<file path="src/rtl/rtc_pkg.sv">
package rtc_pkg;

    typedef struct packed {
        logic [7:0] cent;
        logic [7:0] year;
        logic [7:0] month;
        logic [7:0] date;
        logic [7:0] wday;
        logic [7:0] hour;
        logic [7:0] min;
        logic [7:0] sec;
    } rtc_time_t;

    // low three offset bits inside the upper half of the window
    localparam logic [2:0] OFS_CTRL  = 3'd0;
    localparam logic [2:0] OFS_SEC   = 3'd1;
    localparam logic [2:0] OFS_MIN   = 3'd2;
    localparam logic [2:0] OFS_HOUR  = 3'd3;
    localparam logic [2:0] OFS_WDAY  = 3'd4;
    localparam logic [2:0] OFS_DATE  = 3'd5;
    localparam logic [2:0] OFS_MONTH = 3'd6;
    localparam logic [2:0] OFS_YEAR  = 3'd7;

    localparam rtc_time_t RTC_RESET_TIME = '{
        cent: 8'h00, year: 8'h00, month: 8'h01, date: 8'h01,
        wday: 8'h01, hour: 8'h00, min: 8'h00, sec: 8'h00
    };

    function automatic logic [7:0] bcd_inc(input logic [7:0] v);
        if (v[3:0] >= 4'd9)
            return {v[7:4] + 4'd1, 4'h0};
        else
            return v + 8'd1;
    endfunction

    // last day of a month in BCD; leap test uses (10t+o) mod 4 == (2t+o) mod 4
    function automatic logic [7:0] month_last_day(input logic [7:0] m, input logic [7:0] y);
        logic [4:0] s;
        s = {y[7:4], 1'b0} + {1'b0, y[3:0]};
        case (m)
            8'h02:                      return (s[1:0] == 2'b00) ? 8'h29 : 8'h28;
            8'h04, 8'h06, 8'h09, 8'h11: return 8'h30;
            default:                    return 8'h31;
        endcase
    endfunction

endpackage

</file>
<file path="src/rtl/rtc_advance.sv">
module rtc_advance
    import rtc_pkg::*;
(
    input  rtc_time_t cur,
    output rtc_time_t nxt
);
    logic c_min, c_hour, c_day, c_mon, c_year, c_cent;

    always_comb begin
        nxt    = cur;
        c_min  = 1'b0;
        c_hour = 1'b0;
        c_day  = 1'b0;
        c_mon  = 1'b0;
        c_year = 1'b0;
        c_cent = 1'b0;

        c_min   = (cur.sec == 8'h59);
        nxt.sec = c_min ? 8'h00 : bcd_inc(cur.sec);

        if (c_min) begin
            c_hour  = (cur.min == 8'h59);
            nxt.min = c_hour ? 8'h00 : bcd_inc(cur.min);
        end
        if (c_hour) begin
            c_day    = (cur.hour == 8'h23);
            nxt.hour = c_day ? 8'h00 : bcd_inc(cur.hour);
        end
        if (c_day) begin
            nxt.wday = (cur.wday == 8'h07) ? 8'h01 : bcd_inc(cur.wday);
            c_mon    = (cur.date == month_last_day(cur.month, cur.year));
            nxt.date = c_mon ? 8'h01 : bcd_inc(cur.date);
        end
        if (c_mon) begin
            c_year    = (cur.month == 8'h12);
            nxt.month = c_year ? 8'h01 : bcd_inc(cur.month);
        end
        if (c_year) begin
            c_cent   = (cur.year == 8'h99);
            nxt.year = c_cent ? 8'h00 : bcd_inc(cur.year);
        end
        if (c_cent) begin
            nxt.cent = (cur.cent == 8'h39) ? 8'h00 : bcd_inc(cur.cent);
        end
    end
endmodule

</file>
<file path="src/rtl/rtc_release_qual.sv">
module rtc_release_qual #(
    parameter int QUAL_TICKS = 17
) (
    input  logic clk,
    input  logic rst,
    input  logic hold,
    input  logic qual_tick,
    output logic qualified
);
    localparam int CNT_W = $clog2(QUAL_TICKS + 1);
    localparam logic [CNT_W-1:0] CNT_DONE = CNT_W'(QUAL_TICKS);

    logic [CNT_W-1:0] cnt_q;

    always_ff @(posedge clk) begin
        if (rst)
            cnt_q <= CNT_DONE;
        else if (hold)
            cnt_q <= '0;
        else if (qual_tick && (cnt_q != CNT_DONE))
            cnt_q <= cnt_q + 1'b1;
    end

    assign qualified = (cnt_q == CNT_DONE);
endmodule

</file>
<file path="src/rtl/rtc_read_mux.sv">
module rtc_read_mux
    import rtc_pkg::*;
(
    input  logic       sel,
    input  logic [3:0] addr,
    input  rtc_time_t  vis,
    input  logic       osc_stop,
    input  logic       wr_bit,
    input  logic       rd_bit,
    output logic [7:0] rdata
);
    always_comb begin
        rdata = 8'h00;
        if (sel && addr[3]) begin
            case (addr[2:0])
                OFS_CTRL:  rdata = {wr_bit, rd_bit, vis.cent[5:0]};
                OFS_SEC:   rdata = {osc_stop, vis.sec[6:0]};
                OFS_MIN:   rdata = vis.min;
                OFS_HOUR:  rdata = vis.hour;
                OFS_WDAY:  rdata = vis.wday;
                OFS_DATE:  rdata = vis.date;
                OFS_MONTH: rdata = vis.month;
                default:   rdata = vis.year;
            endcase
        end
    end
endmodule

</file>
<file path="src/rtl/bcd_calendar_clock.sv">
module bcd_calendar_clock
    import rtc_pkg::*;
#(
    parameter int QUAL_TICKS = 17
) (
    input  logic       clk,
    input  logic       rst,
    input  logic       sec_tick,
    input  logic       qual_tick,
    input  logic       bus_sel,
    input  logic       bus_wr,
    input  logic [3:0] bus_addr,
    input  logic [7:0] bus_wdata,
    output logic [7:0] bus_rdata
);
    rtc_time_t core_q, vis_q;
    rtc_time_t core_next, vis_wr;
    logic      osc_stop_q, wr_q, rd_q;
    logic      qualified, tracking;
    logic      host_wr, ctrl_wr, commit, running_tick;

    rtc_advance u_adv (
        .cur (core_q),
        .nxt (core_next)
    );

    rtc_release_qual #(.QUAL_TICKS(QUAL_TICKS)) u_qual (
        .clk       (clk),
        .rst       (rst),
        .hold      (wr_q | rd_q),
        .qual_tick (qual_tick),
        .qualified (qualified)
    );

    rtc_read_mux u_rmux (
        .sel      (bus_sel),
        .addr     (bus_addr),
        .vis      (vis_q),
        .osc_stop (osc_stop_q),
        .wr_bit   (wr_q),
        .rd_bit   (rd_q),
        .rdata    (bus_rdata)
    );

    assign host_wr      = bus_sel && bus_wr && bus_addr[3];
    assign ctrl_wr      = host_wr && (bus_addr[2:0] == OFS_CTRL);
    assign commit       = ctrl_wr && wr_q && !bus_wdata[7];
    assign tracking     = !wr_q && !rd_q && qualified;
    assign running_tick = sec_tick && !osc_stop_q;

    // visible copy with the current host write applied
    always_comb begin
        vis_wr = vis_q;
        if (host_wr) begin
            case (bus_addr[2:0])
                OFS_CTRL:  vis_wr.cent  = {2'b00, bus_wdata[5:0]};
                OFS_SEC:   vis_wr.sec   = {1'b0, bus_wdata[6:0]};
                OFS_MIN:   vis_wr.min   = bus_wdata;
                OFS_HOUR:  vis_wr.hour  = bus_wdata;
                OFS_WDAY:  vis_wr.wday  = bus_wdata;
                OFS_DATE:  vis_wr.date  = bus_wdata;
                OFS_MONTH: vis_wr.month = bus_wdata;
                default:   vis_wr.year  = bus_wdata;
            endcase
        end
    end

    always_ff @(posedge clk) begin
        if (rst) begin
            core_q     <= RTC_RESET_TIME;
            vis_q      <= RTC_RESET_TIME;
            osc_stop_q <= 1'b1;
            wr_q       <= 1'b0;
            rd_q       <= 1'b0;
        end else begin
            if (ctrl_wr) begin
                wr_q <= bus_wdata[7];
                rd_q <= bus_wdata[6];
            end
            if (host_wr && (bus_addr[2:0] == OFS_SEC))
                osc_stop_q <= bus_wdata[7];

            if (commit)
                core_q <= vis_wr;
            else if (running_tick)
                core_q <= core_next;

            if (host_wr)
                vis_q <= vis_wr;
            else if (tracking && sec_tick)
                vis_q <= osc_stop_q ? core_q : core_next;
        end
    end
endmodule

</file>
<file path="config.mk">
export PLATFORM = sky130hd
export DESIGN_NAME = bcd_calendar_clock
export DESIGN_NICKNAME = d
export VERILOG_FILES = /design/src/rtl/rtc_pkg.sv /design/src/rtl/rtc_advance.sv /design/src/rtl/rtc_release_qual.sv /design/src/rtl/rtc_read_mux.sv /design/src/rtl/bcd_calendar_clock.sv
export SDC_FILE = /design/constraint.sdc
export NUM_CORES = 1
export LEC_CHECK = 0
export ABC_AREA = 1
export BUFFER_PORTS_ARGS = -buffer_cell sky130_fd_sc_hd__buf_2
export CORE_ASPECT_RATIO = 1.75
export CORE_MARGIN = 1.5
export CORE_UTILIZATION = 60
export CTS_CLUSTER_SIZE = 28
export DETAILED_ROUTE_END_ITERATION = 10
export PLACE_DENSITY = 0.77
export REMOVE_ABC_BUFFERS = 1
export SETUP_SLACK_MARGIN = 0.05
export SLEW_MARGIN = 20
export SYNTH_ARGS = -nofsm -noshare
export SYNTH_HDL_FRONTEND = slang
export SYNTH_SLANG_ARGS = --single-unit
</file>
<file path="constraint.sdc">
create_clock -name clk -period 2.37 [get_ports clk]
set_input_delay 0.474 -clock clk [delete_from_list [all_inputs] [get_ports clk]]
set_output_delay 0.474 -clock clk [all_outputs]
set_load 0.03 [all_outputs]
</file>
Word level (Yosys, flattened, before mapping)
Index checks and enable logic that the tools add are counted.
Storage, ports and cells
  word-level logic and storage cells: 141
  bits of input ports: 18
  register bits after elaboration: 136
  output and inout bits: 8
Operators by class
  eq/ne operators: 21
  reductions and logical operators: 24
  $lt $le $gt $ge: 8
  muxes and demuxes: 48
  add/sub/neg operators: 18
  bitwise gates (word level): 1
Operator list (count)
  $mux 64: 6
  $mux 8: 31
  $add 8x1->8 const B: 8
  $pmux 8 s7: 1
  $add 4x1->4 const B: 8
  $ge 4x4->1 const B: 8
  $eq 8x3->1 const B: 3
  $eq 8x5->1 const B: 2
  $eq 8x6->1 const B: 2
  $eq 8x7->1 const B: 2
  $mux 16: 1
  $pmux 8 s2: 1
  $logic_and 1x1->1: 12
  $mux 5: 2
  $eq 3x3->1 const B: 3
  $eq 8x2->1 const B: 1
  $eq 8x4->1 const B: 1
  $eq 8x8->1: 1
  $eq 8x8->1 const B: 1
  $reduce_or 7->1: 1
  $eq 3x2->1 const B: 2
  $mux 1: 6
  $reduce_bool 2->1: 3
  $add 5x1->5 const B: 1
  10 further kinds: 13

Logic depth before layout (Yosys ltp)
Gate-level depths: netlist of run 1.
  depth in word-level cells: 13
  mapped depth: 20
  gate-level depth less buffers: 20

Modules after synthesis
Synthesis of run 1 repeated with hierarchy kept, for this count alone.
Second synthesis, totals
  cells, all modules: 2048
  area total of the unflattened synthesis: 11661.2 um^2
By module, submodules not included
  bcd_calendar_clock: cells each 1406, sequential area each 2622.5 um^2, area each 8084.0 um^2, instances 1
  rtc_advance: cells each 449, sequential area each 0.0 um^2, area each 2534.9 um^2, instances 1
  rtc_read_mux: cells each 143, sequential area each 0.0 um^2, area each 720.7 um^2, instances 1
  rtc_release_qual: cells each 50, sequential area each 100.1 um^2, area each 321.6 um^2, instances 1

Worst setup path before layout of run 1
Ideal clock, no wire load.
  path kind: input -> output
  start: input bus_addr[2]
  end: output bus_rdata[2]
  slack: 0.060 ns
  stages: 7
  buffers on the path: 2
  data required time: 1.896 ns
  arrival: 1.836 ns
  path through: buf_2 nor2_1 clkbuf_1 inv_1 o21ai_0 a2111oi_0 a21oi_1
Between the ends
  word-level cells in the longest chain between the ends: 3
  elaborated cells between the ends (all ways): 9
  those cells by class: eq/ne (6); mux (2); reduce/logical (1)
Ends and longest elaborated chain
  from (decl): line bcd_calendar_clock.sv:12  | input logic [3:0] bus_addr,
  $eq 3x3->1 (tied with other cells): line rtc_read_mux.sv:15  | case (addr[2:0])
  $pmux 8 s7 *: line rtc_read_mux.sv:15
  $mux 8 *: line rtc_read_mux.sv:14  | if (sel && addr[3]) begin
  to (decl): line bcd_calendar_clock.sv:14  | output logic [7:0] bus_rdata
Every way passes the cells marked *; elsewhere a longest branch is shown, timed or not.

Final worst setup path of run 1
  start: register core_q[40] (netlist bit)
  end: register vis_q[43] (netlist bit)
Between the ends
  word-level cells in the longest chain between the ends: 10
  elaborated cells between the ends (all ways): 19
  those cells by class: add/sub (1); order compare (1); eq/ne (7); mux (9); reduce/logical (1)
Ends and longest elaborated chain
  from (decl): line bcd_calendar_clock.sv:16  | rtc_time_t core_q, vis_q;
  from (signal assigned): line bcd_calendar_clock.sv:84  | core_q <= vis_wr;
  from (signal assigned): line bcd_calendar_clock.sv:86  | core_q <= core_next;
  $eq 8x3->1 (tied with other cells): line rtc_pkg.sv:40  | case (m)
  $reduce_or 4->1: line rtc_pkg.sv:40
  $pmux 8 s2: line rtc_pkg.sv:40
  $mux 8: line rtc_advance.sv:29  | if (c_day) begin
  $eq 8x8->1: line rtc_advance.sv:31  | c_mon = (cur.date == month_last_day(cur.month, cur.year));
  $mux 1: line rtc_advance.sv:29
  $mux 8 *: line rtc_advance.sv:34  | if (c_mon) begin
  $mux 64 *: line bcd_calendar_clock.sv:91  | vis_q <= osc_stop_q ? core_q : core_next;
  $mux 64 *: line bcd_calendar_clock.sv:90  | else if (tracking && sec_tick)
  $mux 64 *: line bcd_calendar_clock.sv:88  | if (host_wr)
  to (signal assigned): line bcd_calendar_clock.sv:89  | vis_q <= vis_wr;
  to (signal assigned): line bcd_calendar_clock.sv:91
  to (decl): line bcd_calendar_clock.sv:16
Every way passes the cells marked *; elsewhere a longest branch is shown, timed or not. The select of a mux whose other input is x is not followed.
A chain may end at the register's enable or synchronous reset.

==> summary.md, run 1 <==
| Metric | Value |
|---|---|
| Outcome | complete, but fails checks |
| Failing checks | setup timing |
| Endpoint type of the worst setup path | register |
| Reg clk slew, reported paths | 0.06 ns |
| Worst-margin pin slew | 0.587 ns |
| Max-Slew Margin vs Limit | 60.9% |
| Final std cells w/o fill | 1913 |
| Mean area per synthesized cell | 6.25 um^2 |
| Final Util | 73.7% |
| Post-route ant nets | 0 |
| Clock tree root buffer cell | clkbuf_16 |
| Critical path type | register to register |
| Critical path required time | 2.73 ns |
| Peak supply drop | 0.721 mV |
| CTS Buf Count | 17 |
| CTS tree | built |
| Post-synth EDFFs | 0 |
| Post-synth ARST share | 0% |
| Post-Route WL | 36200 um |
| Average vias per placed instance | 6.06 |
| Die area | 0.0178 mm^2 |
| GRT Total Usage | 40.1% |
| Period utilization | 102% |
| Die X | 101 um |
| Fin. max-slew vios | 0 |
| Post-synthesis sequential area ratio | 26.4% |
| Initial drt markers | 955 |
| Io pins | 26 |
| Seq cells post-synth | 134 |
| GRT Residual Overflow | 0 |
| Lkg Pwr | 5.06 nW |
| # hold bufs at CTS | 0 |
| Hold/Removal Path Class | input pin to register |
| Layout Skew | 0.0113 ns |
| Ys flop type | dfxtp_1 |
| Skew-Pair Late Insertion Delay | 0.43 ns |
| Final setup fails | 5 |
| Router iterations before antenna repair | 9 |
| Placer Congestion | 1.03 |
| Crit. Startpoint | core_q[40] |
| Final worst-path setup slack | -0.0479 ns |
| Share of layout cells above drive strength 1 | 17.4% |
| Unrepaired setup endpoints after global routing | yes |
| Remaining DRCs | 0 |
| H-tree depth | 4 |
| CORE AREA | 0.0165 mm^2 |
| Ys Warns | 0 |
| Synth Instances | 1625 |
| Synthesis-to-finish area growth | 19.8% |
| Initial core utilization | 61.5% |
| Hold Vio Cnt, Final | 0 |
| Initial antenna violation count | 0 |
| Mapped Area | 0.0102 mm^2 |
| Pwr dens | 524 mW/mm^2 |
| HP Start | rst |
| Max-cap violations | 0 |
| Fmax achieved | 414 MHz |
| Placed cells | 1867 |
| Die Span Y | 175 um |
| Setup crit start kind | register |
| Reg2Reg Depth | 17 |
| Antenna diodes | 0 |
| First-pass GRT wire length | 54900 um |
| Routed wire per std cell | 18.9 um |
| Row cnt | 62 |
| Min Clock Period, post-route | 2.42 ns |
| Data arrival time of the worst path | 2.78 ns |
| Final nets | 1736 |
| PortBufs | 25 |
| Hpwl dp | 25200 um |
| Vias | 11.6k |
| CP Max Fanout | 11 |
| Vias in the first global route | 10.8k |
| Count of different cell masters after synthesis | 51 |
| Largest net degree at the start of global routing | 64 |
| Clock Sink Count | 134 |
| Worst Hold Depth | 2 |
| Clk buf depth | 2 |
| RR Startpoint | core_q[40] |
==> area by class of cell <==
class	count	area [um^2]
clock buffers	23	478
clock inverters	9	148
fillers	1380	4350
inverters	218	826
multi-input cells	1182	6610
flip-flops and latches	134	2690
well taps	224	280
repair buffers	123	1140
==> what timing repair did <==
| item | in CTS | in global routing |
|---|---|---|
| gates cloned | 1 | 0 |
| setup buffers | 3 | 11 |
| resized for setup | 20 | 98 |
| setup endpoints to repair | 24 | 78 |
| pin swaps | 17 | 46 |
==> critical path, stage by stage (launching register included) <==
cell	delay [ns]
dfxtp_2	0.34
buf_6	0.12
ha_4	0.14
inv_2	0.06
nor3_4	0.19
nand2_4	0.09
nand3_4	0.11
nand2_2	0.07
nand2_2	0.08
nand2_2	0.07
nor2_4	0.24
nand2_4	0.11
buf_12	0.16
o21ai_4	0.14
nand3_1	0.09
nand2_1	0.14
nand2_1	0.08
a21oi_2	0.12
==> Yosys cell counts (all sizes together), types with 11 or more instances <==
master | instances | area share, %
a21oi | 122 | 6.0
a221oi | 11 | 0.95
dfxtp | 134 | 26
inv | 217 | 8.0
nor3 | 16 | 1.0
nand3 | 86 | 4.4
a31oi | 40 | 2.5
a22oi | 25 | 1.8
or2 | 15 | 0.92
xor2 | 13 | 1.1
o21ai | 177 | 8.8
o21bai | 11 | 0.81
o211ai | 24 | 1.8
o22ai | 26 | 1.6
ha | 42 | 5.2
nand2 | 419 | 16
clkbuf | 57 | 2.1
buf | 34 | 1.9
nor2 | 94 | 4.4
nand4 | 27 | 1.7
==> per-stage QoR <==
step	total power, W	setup WS, ns	area [um^2]	setup TNS [ns]	hold slack (ns)
2_1_floorplan	0.00307	-1.70	9760	-158.69	0.439
3_3_place_gp	0.00349	0.0122	11000	0	0.453
3_5_place_dp	0.00351	-0.00614	11000	-0.0151	0.460
4_1_cts	0.00635	0.0173	11700	0	0.363
5_1_grt	0.00660	-0.155	12200	-2.51	0.382
6_report	0.00638	-0.0479	12200	-0.114	0.377
==> layer usage <==
metal	global-route usage [%]	wire length, um	up-vias
met5	0	0	-
met4	25.6	2270	0
met3	6.64	2830	138
met2	69.4	18100	619
met1	44.4	13000	5290
li1	-	-	5543
==> state kept, by name, summed over array words and instances, names as in the netlist <==
signal / flops
core_q: 64
vis_q: 62
u_qual.cnt_q: 5
osc_stop_q: 1
rd_q: 1
wr_q: 1
==> cell usage in the layout (no fill, tap or decap), types with 37 or more instances in the layout <==
cell     synthesis  final
ha_1            42     37
inv_1          204    191
a31oi_1         40     39
o21ai_0        169    165
nand3_1         83     74
dfxtp_1        134    129
buf_4            6     79
nor2_1          78     73
a21oi_1        121    116
nand2_1        410    392
==> power by group <==
part / internal (W) / leakage (nW) / switching [W]
Sequential: 0.00237 / 1.09 / 0.000127
Clock: 0.00184 / 0.307 / 0.00102
Combinational: 0.000359 / 3.66 / 0.000672
Total: 0.00456 / 5.06 / 0.00182
==> cell families after synthesis <==
family                     after synthesis  share of synthesized area, %
buffers and inverters                  309                          12.0
DFF                                    134                          26.4
xor gates and xnor gates                14                          1.21
and+or+nand+nor                        667                          29.0
adders and majority gates               42                          5.17
AOI/OAI and AO/OA                      459                          26.2
==> worst paths after layout <==
path                             endpoint  slack [ns]
worst max-delay path            vis_q[43]       -0.05
worst min-delay path            vis_q[21]        0.38
worst max register to register  vis_q[43]       -0.05
worst min register to register  vis_q[34]        0.47
No activity file was read; power rests on OpenSTA's default activity.
==> inputs of run 2 (changes only) <==
--- a/config.mk
+++ b/config.mk
@@ -5,7 +5,6 @@
 export SDC_FILE = /design/constraint.sdc
 export NUM_CORES = 1
 export LEC_CHECK = 0
-export ABC_AREA = 1
 export BUFFER_PORTS_ARGS = -buffer_cell sky130_fd_sc_hd__buf_2
 export CORE_ASPECT_RATIO = 1.75
 export CORE_MARGIN = 1.5
==> run 2 against run 1 <==
Against the previous run:
- the flow still finishes with violations (setup timing)
- cell count down 14%
- via count is 5.3% higher
- clock power shrank 3%
- register-to-register slack worse by 0.40 ns
- critical path type unchanged
- largest power group unchanged
==> summary.md, run 2 <==
| Metric | Value |
|---|---|
| Post-route ant nets | 0 |
| Mean area per synthesized cell | 7.60 um^2 |
| Area contributors post-synth | dfxtp_1 28%, nand2_1 5.5%, ha_1 5.5% |
| Clock Power Share | 42.9% |
| Psw | 0.00201 W |
| CORE AREA | 0.0155 mm^2 |
| Placer Congestion | 1.04 |
| Met3 wire len | 5680 um |
| RR Startpoint | core_q[45] |
| GRT Residual Overflow | 0 |
| Clk buf depth | 2 |
| Final setup fails | 72 |
| Synthesis-to-finish area growth | 36.0% |
| Vias in the first global route | 11.8k |
| Peak supply drop | 0.456 mV |
| Crit path max-delay cell type | or4b_4 |
| H-tree depth | 4 |
| Endpoint type of the worst setup path | register |
| Antenna diodes | 0 |
| Post-synthesis sequential area ratio | 28.1% |
| PortBufs | 25 |
| First-pass GRT wire length | 64400 um |
| Worst path max stage delay | 0.45 ns |
| Fin. max-slew vios | 0 |
| Pint | 0.00443 W |
| Top-count cell post-synth | nand2_1 |
| Final std cells w/o fill | 1644 |
| Die Span Y | 170 um |
| Final Util | 83.9% |
| Switching part of the total | 31.2% |
| Critical path type | register to register |
| Commonest non-fill, non-tap cell in the layout | buf_4 |
| Data arrival time of the worst path | 3.17 ns |
| Row cnt | 60 |
| Max FFs per register | 64 |
| Reg with most FFs | core_q |
| Min Clock Period, post-route | 2.82 ns |
| Mapped Area | 0.00954 mm^2 |
| Initial core utilization | 61.7% |
| Outcome | complete, but fails checks |
| Critical path required time | 2.72 ns |
| Share of layout cells above drive strength 1 | 30.6% |
| Unrepaired setup endpoints after global routing | yes |
| Max-Slew Margin vs Limit | 41.3% |
| Top sig layer | met4 |
| Die area | 0.0167 mm^2 |
| Skew-Pair Late Insertion Delay | 0.43 ns |
| Placed cells | 1570 |
| Routed wire per std cell | 26.8 um |
| Worst Path Buf+Inv | 2 |
| Vias | 12.2k |
| Initial antenna violation count | 0 |
| Share of the synthesized area in the top cell type | 28.1% |
| Reg clk slew, reported paths | 0.06 ns |
| Most frequent cells in the layout | 200 x buf_4, 136 x nand2_1, 126 x dfxtp_1 |
| Failing checks | setup timing |
| Met1 WL | 13500 um |
| Routed length on met2 | 19700 um |
| Hold/Removal Path Class | input pin to register |
| Fmax achieved | 355 MHz |
| Max-cap violations | 0 |
| Worst-margin pin slew | 0.878 ns |
| # hold bufs at CTS | 0 |
| Remaining DRCs | 0 |
| Total design power | 0.00644 W |
| Reg2Reg Depth | 10 |
| Post-synth EDFFs | 0 |
| Clock tree root buffer cell | clkbuf_16 |
| Post-synth ARST share | 0% |
| Delay-heaviest family, CP | compound AO/OA/AOI/OAI gates |
| Period utilization | 119% |
| Synth cell count leaders | 141 x nand2_1, 134 x dfxtp_1, 117 x nor2_1, 87 x a21oi_1, 83 x clkbuf_1 |
| Seq cells post-synth | 134 |
| Ys Warns | 0 |
| Final nets | 1505 |
| Top cell type by total area after synthesis | dfxtp_1 |
| Register share of total power | 39.0% |
| Die X | 98.3 um |
| Levels on crit path | 10 |
| Comb pwr share | 18.1% |
| Total negative slack | -18.92 ns |
| CTS tree | built |
| CP Max Fanout | 7 |
| Crit. Startpoint | core_q[45] |
| R2r endpoint | vis_q[48] |
| Crit path capture | vis_q[48] |
| Setup crit start kind | register |
| Hold Vio Cnt, Final | 0 |
| Crit-path cells | inv_2, ha_4, or4b_4, o32a_1, nor3_4, buf_6, o2111a_2, nand4_1, a221o_1, a31oi_1 |
| Ys flop type | dfxtp_1 |
| Layout Skew | 0.0154 ns |
| Post-Route WL | 44000 um |
| Average vias per placed instance | 7.43 |
| Io pins | 26 |
| FF-to-FF setup slack | -0.45 ns |
| Fill cell count | 927 |
| Largest net degree at the start of global routing | 103 |
| Lkg Pwr | 4.99 nW |
| Hpwl dp | 28000 um |
| Biggest regs | core_q: 64 flops, vis_q: 62 flops, u_qual.cnt_q: 5 flops |
| Router iterations before antenna repair | 8 |
| Pwr dens | 497 mW/mm^2 |
| Final worst-path setup slack | -0.449 ns |
| Initial drt markers | 1538 |
| Clock Sink Count | 134 |
| GRT Total Usage | 49.9% |
| Count of different cell masters after synthesis | 78 |
| CTS Buf Count | 17 |
| Synth Instances | 1255 |
run 2: cells by family (layout without fill, tap and decap cells):
logic type                 Yosys count  after routing  share of synthesized area [%]
and+or+nand+nor                    467            467                           24.1
AOI/OAI and AO/OA                  404            404                           28.3
DFF                                134            134                           28.1
buffers and inverters              132            335                           5.34
muxes                               58             58                           6.99
adders and majority gates           42             42                           5.51
xor gates and xnor gates            18             18                           1.65
run 2: through the flow:
step	cell area (um^2)	setup WS, ns	hold WS (ns)
finish	13000	-0.449	0.441
global route	13000	-0.554	0.478
CTS	12500	-0.246	0.436
detailed placement	11100	-0.550	0.477
global placement	11100	-0.433	0.465
floorplan	9170	-2.60	0.435
run 2: timing repair:
item                       4_1_cts  5_1_grt
setup endpoints to repair       84       99
resized for setup              138       96
setup buffers                   21       23
gates cloned                     4        0
pin swaps                      101       72
run 2: layout make-up:
class	count	area, um^2	share of cell area (%)
well taps	186	233	1.79
multi-input cells	989	7100	54.7
clock buffers	22	474	3.66
flip-flops and latches	134	2690	20.8
repair buffers	265	2210	17.1
clock inverters	10	121	0.935
inverters	38	143	1.10
run 2: worst min-delay path by stage:
stage	to	cells after the start	slack (ns)	start
floorplan	vis_q[13]	2	0.44	vis_q[13]
global placement	vis_q[19]	2	0.46	vis_q[19]
detailed placement	core_q[63]	2	0.48	core_q[63]
CTS	u_qual.cnt_q[3]	4	0.44	qual_tick
global route	u_qual.cnt_q[3]	4	0.48	qual_tick
finish	u_qual.cnt_q[3]	4	0.44	qual_tick
run 2: layer usage:
| layer | vias up | global-route usage [%] |
|---|---|---|
| li1 | 5104 | - |
| met1 | 5499 | 53.0 |
| met2 | 1165 | 81.8 |
| met3 | 440 | 13.3 |
| met4 | 0 | 41.8 |
| met5 | - | 0 |
run 2: worst register-to-register path: cells and delay by family (launching register included):
kind,cells,cell delay [ns]
simple gates,3,0.93
flops,1,0.33
buf+inv,2,0.23
compound gates,4,1.12
fa+ha+maj,1,0.13
run 2: power by group through the flow:
| stage | Combinational [W] | Clock (W) | Sequential, W |
|---|---|---|---|
| floorplan | 0.000526 | 0 | 0.00247 |
| global placement | 0.00101 | 0 | 0.00253 |
| detailed placement | 0.00102 | 0 | 0.00253 |
| CTS | 0.00105 | 0.00272 | 0.00248 |
| global route | 0.00122 | 0.00281 | 0.00251 |
| finish | 0.00117 | 0.00276 | 0.00251 |
